`config.mk`:
```
export PLATFORM = sky130hd
export DESIGN_NAME = rtuFrameReceiver
export DESIGN_NICKNAME = d
export VERILOG_FILES = /design/src/rtl/rtuRxPkg.sv /design/src/rtl/rtuRxControl.sv /design/src/rtl/rtuRxDatapath.sv /design/src/rtl/rtuFrameReceiver.sv
export SDC_FILE = /design/constraint.sdc
export NUM_CORES = 1
export LEC_CHECK = 0
export CORE_MARGIN = 2
export CORE_UTILIZATION = 49
export CTS_BUF_LIST = sky130_fd_sc_hd__clkbuf_2 sky130_fd_sc_hd__clkbuf_4 sky130_fd_sc_hd__clkbuf_8
export CTS_CLUSTER_DIAMETER = 60
export DETAILED_ROUTE_END_ITERATION = 6
export PLACE_DENSITY_LB_ADDON = 0.12
export SYNTH_ARGS = -nofsm -noshare
export SYNTH_HDL_FRONTEND = slang
export SYNTH_SLANG_ARGS = --single-unit
```
`constraint.sdc`:
```
create_clock -name clk -period 4.9 [get_ports clk]
set_input_delay 0.98 -clock clk [delete_from_list [all_inputs] [get_ports clk]]
set_output_delay 0.98 -clock clk [all_outputs]
set_load 0.03 [all_outputs]
```
`src/rtl/rtuRxPkg.sv`:
```
`timescale 1ns/1ps
package rtuRxPkg;

  localparam logic [15:0] CRC_SEED = 16'hFFFF;
  localparam logic [15:0] CRC_POLY = 16'hA001;

  typedef enum logic [1:0] {
    ST_INIT = 2'd0,
    ST_IDLE = 2'd1,
    ST_RECV = 2'd2,
    ST_WAIT = 2'd3
  } rxState_t;

  // strobes from the framing control to the datapath
  typedef struct packed {
    logic startFrame;  // first byte after idle
    logic addByte;     // further byte during reception
    logic evalFrame;   // 1.5-char silence reached: judge the frame
    logic lateByte;    // byte inside the 2.0-char wait window
    logic clearAll;    // return to idle: drop all frame state
  } ctlStrobes_t;

  // one byte of the reflected CRC-16, LSB first
  function automatic logic [15:0] crcStep(input logic [15:0] crcIn,
                                          input logic [7:0]  dataIn);
    logic [15:0] c;
    c = crcIn ^ {8'h00, dataIn};
    for (int i = 0; i < 8; i++) begin
      c = c[0] ? ((c >> 1) ^ CRC_POLY) : (c >> 1);
    end
    return c;
  endfunction

endpackage

```
`src/rtl/rtuRxControl.sv`:
```
`timescale 1ns/1ps
module rtuRxControl
  import rtuRxPkg::*;
#(
  parameter int TIMER_W = 16
) (
  input  logic               clk,
  input  logic               rstN,
  input  logic               byteValid,
  input  logic [TIMER_W-1:0] t15Clocks,
  input  logic [TIMER_W-1:0] t35Clocks,
  output ctlStrobes_t        strobes,
  output logic               frameReady
);

  rxState_t           state, stateNext;
  logic [TIMER_W-1:0] tmr;
  logic [TIMER_W-1:0] limit;
  logic [TIMER_W:0]   tmrPlusOne;
  logic               expire;
  logic               tmrClear;

  // silence limit for the state being timed
  always_comb begin
    case (state)
      ST_INIT: limit = t35Clocks;
      ST_RECV: limit = t15Clocks;
      ST_WAIT: limit = t35Clocks - t15Clocks;
      default: limit = '0;
    endcase
  end

  assign tmrPlusOne = {1'b0, tmr} + {{TIMER_W{1'b0}}, 1'b1};
  assign expire     = tmrPlusOne >= {1'b0, limit};

  always_comb begin
    stateNext  = state;
    strobes    = '0;
    tmrClear   = 1'b0;
    frameReady = 1'b0;
    case (state)
      ST_INIT: begin
        if (byteValid) begin
          tmrClear = 1'b1;
        end else if (expire) begin
          stateNext        = ST_IDLE;
          strobes.clearAll = 1'b1;
          tmrClear         = 1'b1;
        end
      end
      ST_IDLE: begin
        tmrClear = 1'b1;
        if (byteValid) begin
          stateNext          = ST_RECV;
          strobes.startFrame = 1'b1;
        end
      end
      ST_RECV: begin
        if (byteValid) begin
          strobes.addByte = 1'b1;
          tmrClear        = 1'b1;
        end else if (expire) begin
          stateNext         = ST_WAIT;
          strobes.evalFrame = 1'b1;
          tmrClear          = 1'b1;
        end
      end
      default: begin  // ST_WAIT: timer is not restarted by bytes
        if (byteValid) begin
          strobes.lateByte = 1'b1;
        end
        if (expire) begin
          stateNext        = ST_IDLE;
          strobes.clearAll = 1'b1;
          frameReady       = 1'b1;
          tmrClear         = 1'b1;
        end
      end
    endcase
  end

  always_ff @(posedge clk or negedge rstN) begin
    if (!rstN) begin
      state <= ST_INIT;
      tmr   <= '0;
    end else begin
      state <= stateNext;
      tmr   <= tmrClear ? '0 : tmrPlusOne[TIMER_W-1:0];
    end
  end

endmodule

```
`src/rtl/rtuRxDatapath.sv`:
```
`timescale 1ns/1ps
module rtuRxDatapath
  import rtuRxPkg::*;
#(
  parameter int BUF_DEPTH = 83,
  parameter int ADDR_W    = 7,
  parameter int CNT_W     = 7
) (
  input  logic              clk,
  input  logic              rstN,
  input  logic              byteValid,
  input  logic [7:0]        byteData,
  input  logic              parityErr,
  input  logic              framingErr,
  input  logic              overrunErr,
  input  logic [7:0]        slaveAddr,
  input  ctlStrobes_t       strobes,
  output logic              bufWrEn,
  output logic [ADDR_W-1:0] bufWrAddr,
  output logic [7:0]        bufWrData,
  output logic [CNT_W-1:0]  byteCount,
  output logic              crcErr,
  output logic              shortFrame,
  output logic              frameErr,
  output logic              wrongAddr,
  output logic              overflow,
  output logic              evParity,
  output logic              evFraming,
  output logic              evOverrun,
  output logic              evBusMsg,
  output logic              evSlaveMsg,
  output logic              evCommErr
);

  localparam logic [CNT_W-1:0] DEPTH_C   = CNT_W'(BUF_DEPTH);
  localparam logic [CNT_W-1:0] MIN_LEN_C = CNT_W'(3);
  localparam logic [CNT_W-1:0] ONE_C     = CNT_W'(1);

  logic [15:0] crcReg;
  logic        addrHit, roomLeft, byteBad;
  logic        lenShort, crcBad, frameGood;

  assign addrHit  = (byteData == slaveAddr) || (byteData == 8'h00);
  assign roomLeft = byteCount < DEPTH_C;
  assign byteBad  = parityErr | framingErr | overrunErr;

  // a frame carrying its own CRC leaves a zero residue
  assign lenShort  = byteCount < MIN_LEN_C;
  assign crcBad    = !lenShort && (crcReg != 16'h0000);
  assign frameGood = !frameErr && !lenShort && !crcBad;

  assign evParity   = byteValid && parityErr;
  assign evFraming  = byteValid && framingErr;
  assign evOverrun  = byteValid && overrunErr;
  assign evBusMsg   = strobes.evalFrame && frameGood;
  assign evSlaveMsg = strobes.evalFrame && frameGood && !wrongAddr;
  assign evCommErr  = strobes.evalFrame && !frameGood;

  assign bufWrEn   = (strobes.startFrame && addrHit) ||
                     (strobes.addByte && roomLeft && !wrongAddr);
  assign bufWrAddr = strobes.startFrame ? '0 : byteCount[ADDR_W-1:0];
  assign bufWrData = byteData;

  always_ff @(posedge clk or negedge rstN) begin
    if (!rstN) begin
      byteCount  <= '0;
      crcReg     <= CRC_SEED;
      crcErr     <= 1'b0;
      shortFrame <= 1'b0;
      frameErr   <= 1'b0;
      wrongAddr  <= 1'b0;
      overflow   <= 1'b0;
    end else if (strobes.clearAll) begin
      byteCount  <= '0;
      crcReg     <= CRC_SEED;
      crcErr     <= 1'b0;
      shortFrame <= 1'b0;
      frameErr   <= 1'b0;
      wrongAddr  <= 1'b0;
      overflow   <= 1'b0;
    end else begin
      if (strobes.startFrame) begin
        byteCount <= ONE_C;
        crcReg    <= crcStep(CRC_SEED, byteData);
        wrongAddr <= !addrHit;
        frameErr  <= byteBad;
        overflow  <= 1'b0;
      end
      if (strobes.addByte) begin
        crcReg   <= crcStep(crcReg, byteData);
        frameErr <= frameErr | byteBad;
        if (roomLeft) begin
          byteCount <= byteCount + ONE_C;
        end else begin
          overflow <= 1'b1;
        end
      end
      if (strobes.lateByte) begin
        frameErr <= 1'b1;
      end
      if (strobes.evalFrame) begin
        shortFrame <= lenShort;
        crcErr     <= crcBad;
      end
    end
  end

endmodule

```
`src/rtl/rtuFrameReceiver.sv`:
```
`timescale 1ns/1ps
module rtuFrameReceiver
  import rtuRxPkg::*;
#(
  parameter int BUF_DEPTH = 83,
  parameter int TIMER_W   = 16,
  localparam int ADDR_W   = $clog2(BUF_DEPTH),
  localparam int CNT_W    = $clog2(BUF_DEPTH + 1)
) (
  input  logic               clk,
  input  logic               rstN,
  input  logic               byteValid,
  input  logic [7:0]         byteData,
  input  logic               parityErr,
  input  logic               framingErr,
  input  logic               overrunErr,
  input  logic [7:0]         slaveAddr,
  input  logic [TIMER_W-1:0] t15Clocks,
  input  logic [TIMER_W-1:0] t35Clocks,
  output logic               bufWrEn,
  output logic [ADDR_W-1:0]  bufWrAddr,
  output logic [7:0]         bufWrData,
  output logic [CNT_W-1:0]   byteCount,
  output logic               frameReady,
  output logic               crcErr,
  output logic               shortFrame,
  output logic               frameErr,
  output logic               wrongAddr,
  output logic               overflow,
  output logic               evParity,
  output logic               evFraming,
  output logic               evOverrun,
  output logic               evBusMsg,
  output logic               evSlaveMsg,
  output logic               evCommErr
);

  ctlStrobes_t strobes;

  rtuRxControl #(.TIMER_W(TIMER_W)) u_control (
    .clk        (clk),
    .rstN       (rstN),
    .byteValid  (byteValid),
    .t15Clocks  (t15Clocks),
    .t35Clocks  (t35Clocks),
    .strobes    (strobes),
    .frameReady (frameReady)
  );

  rtuRxDatapath #(
    .BUF_DEPTH (BUF_DEPTH),
    .ADDR_W    (ADDR_W),
    .CNT_W     (CNT_W)
  ) u_datapath (
    .clk        (clk),
    .rstN       (rstN),
    .byteValid  (byteValid),
    .byteData   (byteData),
    .parityErr  (parityErr),
    .framingErr (framingErr),
    .overrunErr (overrunErr),
    .slaveAddr  (slaveAddr),
    .strobes    (strobes),
    .bufWrEn    (bufWrEn),
    .bufWrAddr  (bufWrAddr),
    .bufWrData  (bufWrData),
    .byteCount  (byteCount),
    .crcErr     (crcErr),
    .shortFrame (shortFrame),
    .frameErr   (frameErr),
    .wrongAddr  (wrongAddr),
    .overflow   (overflow),
    .evParity   (evParity),
    .evFraming  (evFraming),
    .evOverrun  (evOverrun),
    .evBusMsg   (evBusMsg),
    .evSlaveMsg (evSlaveMsg),
    .evCommErr  (evCommErr)
  );

endmodule

```
== Word level (Yosys, flattened, before mapping) ==
Index checks and enable logic that the tools add are counted.
Storage, ports and cells
  bits in registers: 46
  output and inout port bits: 35
  word-level logic and storage cells: 131
  input port bits: 54
Operators by class
  bitwise operators: 21
  equal/unequal tests: 8
  order comparisons: 3
  add/sub/neg operators: 3
  reductions and logical operators: 31
  mux-type cells: 56
Operator list (number)
  $mux 16: 20
  $not 2->3: 16
  $pmux 16 s3: 1
  $mux 7: 5
  $mux 1: 21
  $add 16x1->17 const B: 1
  $ge 17x16->1: 1
  $not 8->16: 1
  $reduce_bool 16->1: 1
  $sub 16x16->16: 1
  $xor 16x8->16: 1
  $logic_and 1x1->1: 12
  $mux 2: 6
  $eq 8x8->1: 1
  $logic_not 8->1: 1
  $add 7x1->7 const B: 1
  $lt 7x2->1 const B: 1
  $lt 7x7->1 const B: 1
  $logic_not 1->1: 6
  $ne 2x2->1 const B: 3
  $pmux 2 s3: 1
  $eq 2x2->1 const B: 2
  $pmux 1 s2: 2
  $reduce_and 4->1: 1
  other kinds (10): 15

== Depth between registers and ports, before layout ==
Gate-level depths: netlist of the first run.
  word-level depth: 20
  gate-level depth with buffers: 17
  gate-level depth less buffers: 16

== Hierarchy ==
From an unflattened synthesis of the first run, not the netlist that was laid out.
Unflattened totals
  cells, all modules: 540
  area, all modules: 4610.7 um^2
By module, submodules not included
  rtuRxControl: cells each 312, times used 1, sequential area each 450.4 um^2, area each 2493.6 um^2
  rtuRxDatapath: cells each 228, times used 1, sequential area each 720.7 um^2, area each 2117.0 um^2

== Worst setup path after synthesis of the first run ==
No wires, ideal clock.
  path type: input-to-output
  start: input port t35Clocks[0]
  end: output port evSlaveMsg
  slack: -650 ps
  arrival: 4570 ps
  buffers on the path: 0
  required time: 3920 ps
  cell stages on the path: 14
  path through: inv_1 -> ha_1 -> fa_1 -> nor2b_1 -> o31a_1 -> o41ai_1 -> o21ai_1 -> nand4_1 -> o311a_1 -> ha_1 -> nand4_1 -> o221a_2 -> and2_1 -> nor4_1
Between the ends
  longest elaborated chain between the ends: 8
Ends and longest elaborated chain
  start, declared: RTL line rtuFrameReceiver.sv:19  | input logic [TIMER_W-1:0] t35Clocks,
  $sub 16x16->16: RTL line rtuRxControl.sv:28  | ST_WAIT: limit = t35Clocks - t15Clocks;
  $pmux 16 s3 (*): RTL line rtuRxControl.sv:25  | case (state)
  $ge 17x16->1 (*): RTL line rtuRxControl.sv:34  | assign expire = tmrPlusOne >= {1'b0, limit};
  $mux 1 (*): RTL line rtuRxControl.sv:62  | end else if (expire) begin
  $mux 1 (*): RTL line rtuRxControl.sv:59  | if (byteValid) begin
  $mux 2 (*): RTL line rtuRxControl.sv:41  | case (state)
  $logic_and 1x1->1 (*) (2 in a row): RTL line rtuRxDatapath.sv:56  | assign evSlaveMsg = strobes.evalFrame && frameGood && !wrongAddr;
  end, declared: RTL line rtuFrameReceiver.sv:34  | output logic evSlaveMsg,
Mark *: on every way between the ends. The rest lies on a longest branch, timed or not.

== Final worst setup path of the first run ==
  start: input port t35Clocks[0]
  end: output port evCommErr
Between the ends
  longest elaborated chain between the ends: 7
Ends and longest elaborated chain
  $sub 16x16->16: RTL line rtuRxControl.sv:28
  $pmux 16 s3 (*): RTL line rtuRxControl.sv:25
  $ge 17x16->1 (*): RTL line rtuRxControl.sv:34
  $mux 1 (*): RTL line rtuRxControl.sv:62
  $mux 1 (*): RTL line rtuRxControl.sv:59
  $mux 2 (*): RTL line rtuRxControl.sv:41
  $logic_and 1x1->1 (*): RTL line rtuRxDatapath.sv:57  | assign evCommErr = strobes.evalFrame && !frameGood;
  end, declared: RTL line rtuFrameReceiver.sv:35  | output logic evCommErr
Marked as above.

==> impl_metrics.env, run 1 <==
export IMPL_cp_cell_sequence="buf_8 -> inv_4 -> ha_4 -> fa_2 -> nor2b_4 -> o31a_1 -> o41ai_2 -> o21ai_1 -> nand4_1 -> o311a_1 -> ha_4 -> nand4_1 -> o221a_4 -> and2_4 -> nor3b_4 -> buf_6"
export IMPL_antenna_found_initial=1
export IMPL_cp_top_family="compound AO/OA/AOI/OAI gates"
export IMPL_pwr_share_comb_pct=64.7
export IMPL_cp_arrival_ns=4.05
export IMPL_num_vias=4667
export IMPL_cts_reportedPaths_clkPinSlew_ns=0.08
export IMPL_via_per_inst=5.86
export IMPL_die_x_um=101
export IMPL_r2r_end="u_datapath.byteCount[3]$_DFF_PN0_"
export IMPL_synth_seq_area_share_pct=25.3
export IMPL_fin_crit_ns=5.03
export IMPL_timing_fmax_mhz=199
export IMPL_ff2ff_path_depth=14
export IMPL_slowest_stage="fa_2"
export IMPL_drv_slew=0
export IMPL_relSlewSlack_pct=33.9
export IMPL_outcome="complete, but fails checks"
export IMPL_grt_pass1_vias=4619
export IMPL_dp_cells=779
export IMPL_rows=35
export IMPL_cp_num_cells=16
export IMPL_cts_inserted_buffers=5
export IMPL_dieArea_um2=10200
export IMPL_port_buffers=88
export IMPL_grt_setup_unrepaired="yes"
export IMPL_ff2ff_setup_slack_ns=0.85
export IMPL_synth_top_cell_by_area="dfrtp_1"
export IMPL_gr_total_overflow=0
export IMPL_path_buf_inv=3
export IMPL_leakage_nw=2.87
export IMPL_p_seq_share_pct=25.7
export IMPL_p_clk_share_pct=9.6
export IMPL_core_area_um2=9200
export IMPL_layout_drive_gt1_share_pct=22.0
export IMPL_cts_tree="yes"
export IMPL_switchingPower_mw=1.17
export IMPL_syn_instance_count=562
export IMPL_crit_end="evCommErr"
export IMPL_cts_hold_buf=0
export IMPL_wl_mm=13.2
export IMPL_async_reset_ff_share_pct=100
export IMPL_worstSetupPathType="input pin to output pin"
export IMPL_drtIter0Drc=291
export IMPL_drc=0
export IMPL_switching_share_pct=43.9
export IMPL_crit_required_ns=3.92
export IMPL_antenna_left=0
export IMPL_synth_edf_count=0
export IMPL_syn_cell_area_um2=4620
export IMPL_cts_path_max_buffers=2
export IMPL_r2r_start="u_control.state[0]$_DFFE_PN0P_"
export IMPL_pin_count=89
export IMPL_insertion_delay_ns=0.29
export IMPL_instances_no_fill=797
export IMPL_gp_congestion=0.907
export IMPL_htreeDepth=2
export IMPL_yosysWarnings=0
export IMPL_period_share_pct=103
export IMPL_fin_ws_ns=-0.134
export IMPL_peakVddDrop_uv=301
export IMPL_finClkSkew_ns=0.00632
export IMPL_powerDensity_nw_per_um2=420
export IMPL_crit_path_start_kind="input pin"
export IMPL_die_h_um=101
export IMPL_preCtsSetupSlack_ns=-0.642
export IMPL_area_delta_synth_final_pct=37.0
export IMPL_synth_area_leaders="dfrtp_1, ha_1, dfstp_2, xnor2_1, a21oi_1"
export IMPL_nets=781
export IMPL_synth_cell_type_count=68
export IMPL_max_slew_worst_pin_slew_ns=0.992
export IMPL_dp_hpwl_mm=9.87
export IMPL_violations="negative setup slack"
export IMPL_layout_commonest_cell="clkdlybuf4s50_1"
export IMPL_hold_path_class="register to register"
export IMPL_grt_first_pass_wirelength_mm=22.2
export IMPL_p_int_mw=1.49
export IMPL_hold_viol=0
export IMPL_synth_top_cell_area_share_pct=16.2
export IMPL_layout_common_cells="clkdlybuf4s50_1, buf_4, nor2_1"
export IMPL_end_kind="output pin"
export IMPL_post_route_util_pct=68.8
export IMPL_setup_violations=4
export IMPL_routedWlPerCell_um=16.6
export IMPL_synth_seq_cells=46
export IMPL_grt_start_max_net_pins=47
export IMPL_critPathLaunch="t35Clocks[0]"
export IMPL_avgSynthCellArea_um2=8.22
export IMPL_max_stage_delay_ns=0.42
export IMPL_syn_nets=659
export IMPL_first_pass_iters=5
export IMPL_initial_core_util_pct=50.3
export IMPL_cts_sinks=46
export IMPL_synthFlopType="dfrtp_1"
export IMPL_maxCapViolCount=0
export IMPL_critPathMaxFanout=5
export IMPL_cts_root_buf="clkbuf_8"
export IMPL_grt_usage_pct=26.6
## sequential cells by signal (all words and copies together), names as in the netlist
signal	count
u_control.tmr	16
u_datapath.crcReg	16
u_datapath.byteCount	7
u_control.state	2
u_datapath.crcErr	1
u_datapath.frameErr	1
u_datapath.overflow	1
u_datapath.shortFrame	1
u_datapath.wrongAddr	1
## synth_stat cells (all sizes together), types with 8 or more instances
library cell / number
buf: 13
nand4: 15
nand3: 15
dfrtp: 30
xnor2: 41
o21ai: 21
nor2b: 12
a21oi: 36
ha: 42
nor3: 10
o21a: 8
and2: 15
nand2: 43
a21o: 10
xor2: 12
inv: 44
or2: 8
nor2: 46
dfstp: 16
and3: 8
clkbuf: 16
## cell families after synthesis
group                    count (synthesis)  synth area share, %
AO/OA/AOI/OAI                          148                 22.4
XOR/XNOR                                56                 12.2
adder cells (fa/ha/maj)                 43                 11.8
buffers and inverters                   74                 6.79
flip-flops                              46                 25.3
multiplexers                             4                0.893
AND/OR/NAND/NOR                        191                 20.6
## power groups by stage
| stage | registers (mW) | clock network, mW | logic, mW |
|---|---|---|---|
| after floorplan | 0.679 | 0 | 1.15 |
| after global routing | 0.704 | 0.282 | 1.89 |
| final | 0.682 | 0.256 | 1.72 |
| after detailed placement | 0.686 | 0 | 1.63 |
| after global placement | 0.679 | 0 | 1.58 |
| after CTS | 0.679 | 0.266 | 1.69 |
## how the worst min path moves through the flow
stage / start / endpoint / slack, ns / cells past startpoint
final: u_control.tmr[0]$_DFF_PN0_ / u_control.tmr[0]$_DFF_PN0_ / 0.50 / 1
after global routing: u_control.tmr[0]$_DFF_PN0_ / u_control.tmr[0]$_DFF_PN0_ / 0.55 / 1
after CTS: u_control.tmr[0]$_DFF_PN0_ / u_control.tmr[0]$_DFF_PN0_ / 0.52 / 1
after detailed placement: u_control.tmr[0]$_DFF_PN0_ / u_control.tmr[0]$_DFF_PN0_ / 0.51 / 1
after global placement: u_control.tmr[0]$_DFF_PN0_ / u_control.tmr[0]$_DFF_PN0_ / 0.47 / 1
after floorplan: u_control.tmr[0]$_DFF_PN0_ / u_control.tmr[0]$_DFF_PN0_ / 0.45 / 1
## stage by stage
step           power, mW  hold WS (ns)  cell area, µm²  TNS (ns)
2_1_floorplan       1.83         0.452            4710         0
3_3_place_gp        2.26         0.473            5930     -2.90
3_5_place_dp        2.32         0.509            5930     -4.96
4_1_cts             2.64         0.520            6270    -0.267
5_1_grt             2.88         0.548            6330     -1.37
6_report            2.66         0.504            6330    -0.365
## metal layers
metal  vias to the layer above  track usage [%]  routed length (µm)
met2                       189             42.9                5980
li1                       2259                -                   -
met5                         -                0                   0
met1                      2209             37.6                6220
met3                        10             4.37                 926
met4                         0             6.13                 110
## cell type report
class / count / area [µm²]
fill: 756 / 2870
timing repair buffer: 144 / 1320
sequential: 46 / 1170
inverter: 45 / 171
multi-input combinational: 442 / 3420
tap: 111 / 139
clock inverter: 1 / 8.76
clock buffer: 7 / 96.3
antenna: 1 / 2.50
## timing repair
item	CTS	global route
setup endpoints to repair	4	4
setup buffers	7	2
gates resized for setup	83	11
pin swaps	31	9
Power figures use the tool's default switching activity.
==> run 2, diff against run 1 <==
--- a/config.mk
+++ b/config.mk
@@ -11,6 +11,7 @@
 export CTS_CLUSTER_DIAMETER = 60
 export DETAILED_ROUTE_END_ITERATION = 6
 export PLACE_DENSITY_LB_ADDON = 0.12
+export SKIP_LAST_GASP = 1
 export SYNTH_ARGS = -nofsm -noshare
 export SYNTH_HDL_FRONTEND = slang
 export SYNTH_SLANG_ARGS = --single-unit
==> run 2 against run 1 <==
Effect of this change:
- the flow still finishes with violations (negative setup slack)
- register-to-register slack better by 0.02 ns
- cell count unchanged
- die area unchanged
- fmax down 0.44%
- first-iteration DRC count up 16%
- wire length up 0.36%
- critical endpoint unchanged
- highest routed layer unchanged
==> impl_metrics.env, run 2 (synthesis results as in run 1) <==
export IMPL_crit_required_ns=3.92
export IMPL_hold_path_class="register to register"
export IMPL_grt_start_max_net_pins=47
export IMPL_peakVddDrop_uv=302
export IMPL_final_area_um2=6320
export IMPL_cts_tree="yes"
export IMPL_cts_sinks=46
export IMPL_period_share_pct=103
export IMPL_placed_area_um2=5930
export IMPL_max_slew_worst_pin_slew_ns=0.993
export IMPL_dieArea_um2=10200
export IMPL_htreeDepth=2
export IMPL_outcome="complete, but fails checks"
export IMPL_use_met1_pct=37.6
export IMPL_layout_drive_gt1_share_pct=21.9
export IMPL_die_x_um=101
export IMPL_timing_fmax_mhz=198
export IMPL_port_buffers=88
export IMPL_initial_core_util_pct=50.3
export IMPL_grt_pass1_vias=4619
export IMPL_cts_reportedPaths_clkPinSlew_ns=0.08
export IMPL_rows=35
export IMPL_top_regs="u_control.tmr (16), u_datapath.crcReg (16), u_datapath.byteCount (7)"
export IMPL_met3_usage_pct=4.37
export IMPL_drv_slew=0
export IMPL_grt_usage_pct=26.6
export IMPL_insertion_delay_ns=0.29
export IMPL_drtIter0Drc=337
export IMPL_layout_commonest_cell="clkdlybuf4s50_1"
export IMPL_antenna_left=0
export IMPL_layout_common_cells="clkdlybuf4s50_1, buf_4, nor2_1"
export IMPL_core_area_um2=9200
export IMPL_hold_viol=0
export IMPL_gr_total_overflow=0
export IMPL_top_usage_layer="met2"
export IMPL_grt_first_pass_wirelength_mm=22.2
export IMPL_finClkSkew_ns=0.00757
export IMPL_fin_ws_ns=-0.156
export IMPL_pin_count=89
export IMPL_met2_usage_pct=42.9
export IMPL_gp_congestion=0.907
export IMPL_routedWlPerCell_um=16.7
export IMPL_nets=781
export IMPL_dp_hpwl_mm=9.87
export IMPL_cp_arrival_ns=4.08
export IMPL_antenna_found_initial=1
export IMPL_cts_path_max_buffers=2
export IMPL_setup_tns_ns=-0.453
export IMPL_grt_setup_unrepaired="yes"
export IMPL_relSlewSlack_pct=33.8
export IMPL_powerDensity_nw_per_um2=420
export IMPL_end_kind="output pin"
export IMPL_area_delta_synth_final_pct=36.8
export IMPL_worstSetupPathType="input pin to output pin"
export IMPL_num_vias=4670
export IMPL_wl_mm=13.3
export IMPL_setup_violations=4
export IMPL_via_per_inst=5.86
export IMPL_crit_path_start_kind="input pin"
export IMPL_violations="negative setup slack"
export IMPL_leakage_nw=2.87
export IMPL_cts_root_buf="clkbuf_8"
export IMPL_drc=0
export IMPL_first_pass_iters=5
export IMPL_fin_crit_ns=5.06
export IMPL_cts_inserted_buffers=5
export IMPL_die_h_um=101
export IMPL_critPathMaxFanout=5
export IMPL_maxCapViolCount=0
-- run 2: cell types whose count changed in the layout (fill, tap and decap cells not counted) --
cell / delta
a31oi_1: +1
a31oi_2: -1
-- run 2: path summary, 6_finish.rpt --
kind	slack, ns	to	depth (start not counted)	start
max in group asynchronous	3.44	u_datapath.frameErr$_DFFE_PN0P_	1	rstN
setup reg to reg	0.87	u_datapath.byteCount[3]$_DFF_PN0_	14	u_control.state[0]$_DFFE_PN0P_
hold / removal	0.50	u_control.tmr[0]$_DFF_PN0_	1	u_control.tmr[0]$_DFF_PN0_
hold reg to reg	0.50	u_control.tmr[0]$_DFF_PN0_	1	u_control.tmr[0]$_DFF_PN0_
min in group asynchronous	0.85	u_control.tmr[3]$_DFF_PN0_	1	rstN
setup / recovery	-0.16	evCommErr	15	t15Clocks[1]
-- run 2: metal layers --
layer	vias up	wire length (µm)
met1	2216	6240
met5	-	0
met2	184	5980
li1	2258	-
met4	0	124
met3	12	946
-- run 2: final cells by class --
class                      instances  area, µm²
sequential                        46       1170
antenna                            1       2.50
fill                             756       2870
timing repair buffer             144       1320
multi-input combinational        442       3420
clock inverter                     1       8.76
inverter                          45        171
tap                              111        139
clock buffer                       7       96.3
-- run 2: repair_timing --
item | 4_1_cts | 5_1_grt
hold endpoints to repair | 0 | 0
pin swaps | 31 | 9
hold buffers | 0 | 0
buffers inserted | 7 | 2
gates resized for setup | 83 | 10
endpoints found under the setup margin | 4 | 4
-- run 2: power by group --
| group | internal, mW | switching (mW) |
|---|---|---|
| clock | 0.129 | 0.127 |
| combinational | 0.823 | 0.894 |
| sequential | 0.537 | 0.146 |
| total | 1.49 | 1.17 |
-- run 2: worst max-delay path: stages --
cell	delay, ns
clkdlybuf4s15_2	0.19
buf_6	0.12
fa_2	0.37
nor2b_4	0.14
o31a_1	0.20
o41ai_2	0.08
o21ai_1	0.18
nand4_1	0.13
o311a_1	0.41
ha_4	0.29
nand4_1	0.12
o221a_4	0.32
and2_4	0.19
nor3b_4	0.20
buf_6	0.15
-- run 2: per-stage QoR --
stage / hold slack [ns] / util [%] / total power, mW / setup WS (ns) / cells
after global routing: 0.548 / 68.7 / 2.88 / -0.377 / 796
after detailed placement: 0.509 / 64.5 / 2.32 / -0.642 / 779
after floorplan: 0.452 / - / 1.83 / 0.0184 / 562
after global placement: 0.473 / 64.5 / 2.26 / -0.561 / 779
after CTS: 0.520 / 68.1 / 2.64 / -0.101 / 794
final: 0.504 / 68.8 / 2.66 / -0.156 / 797
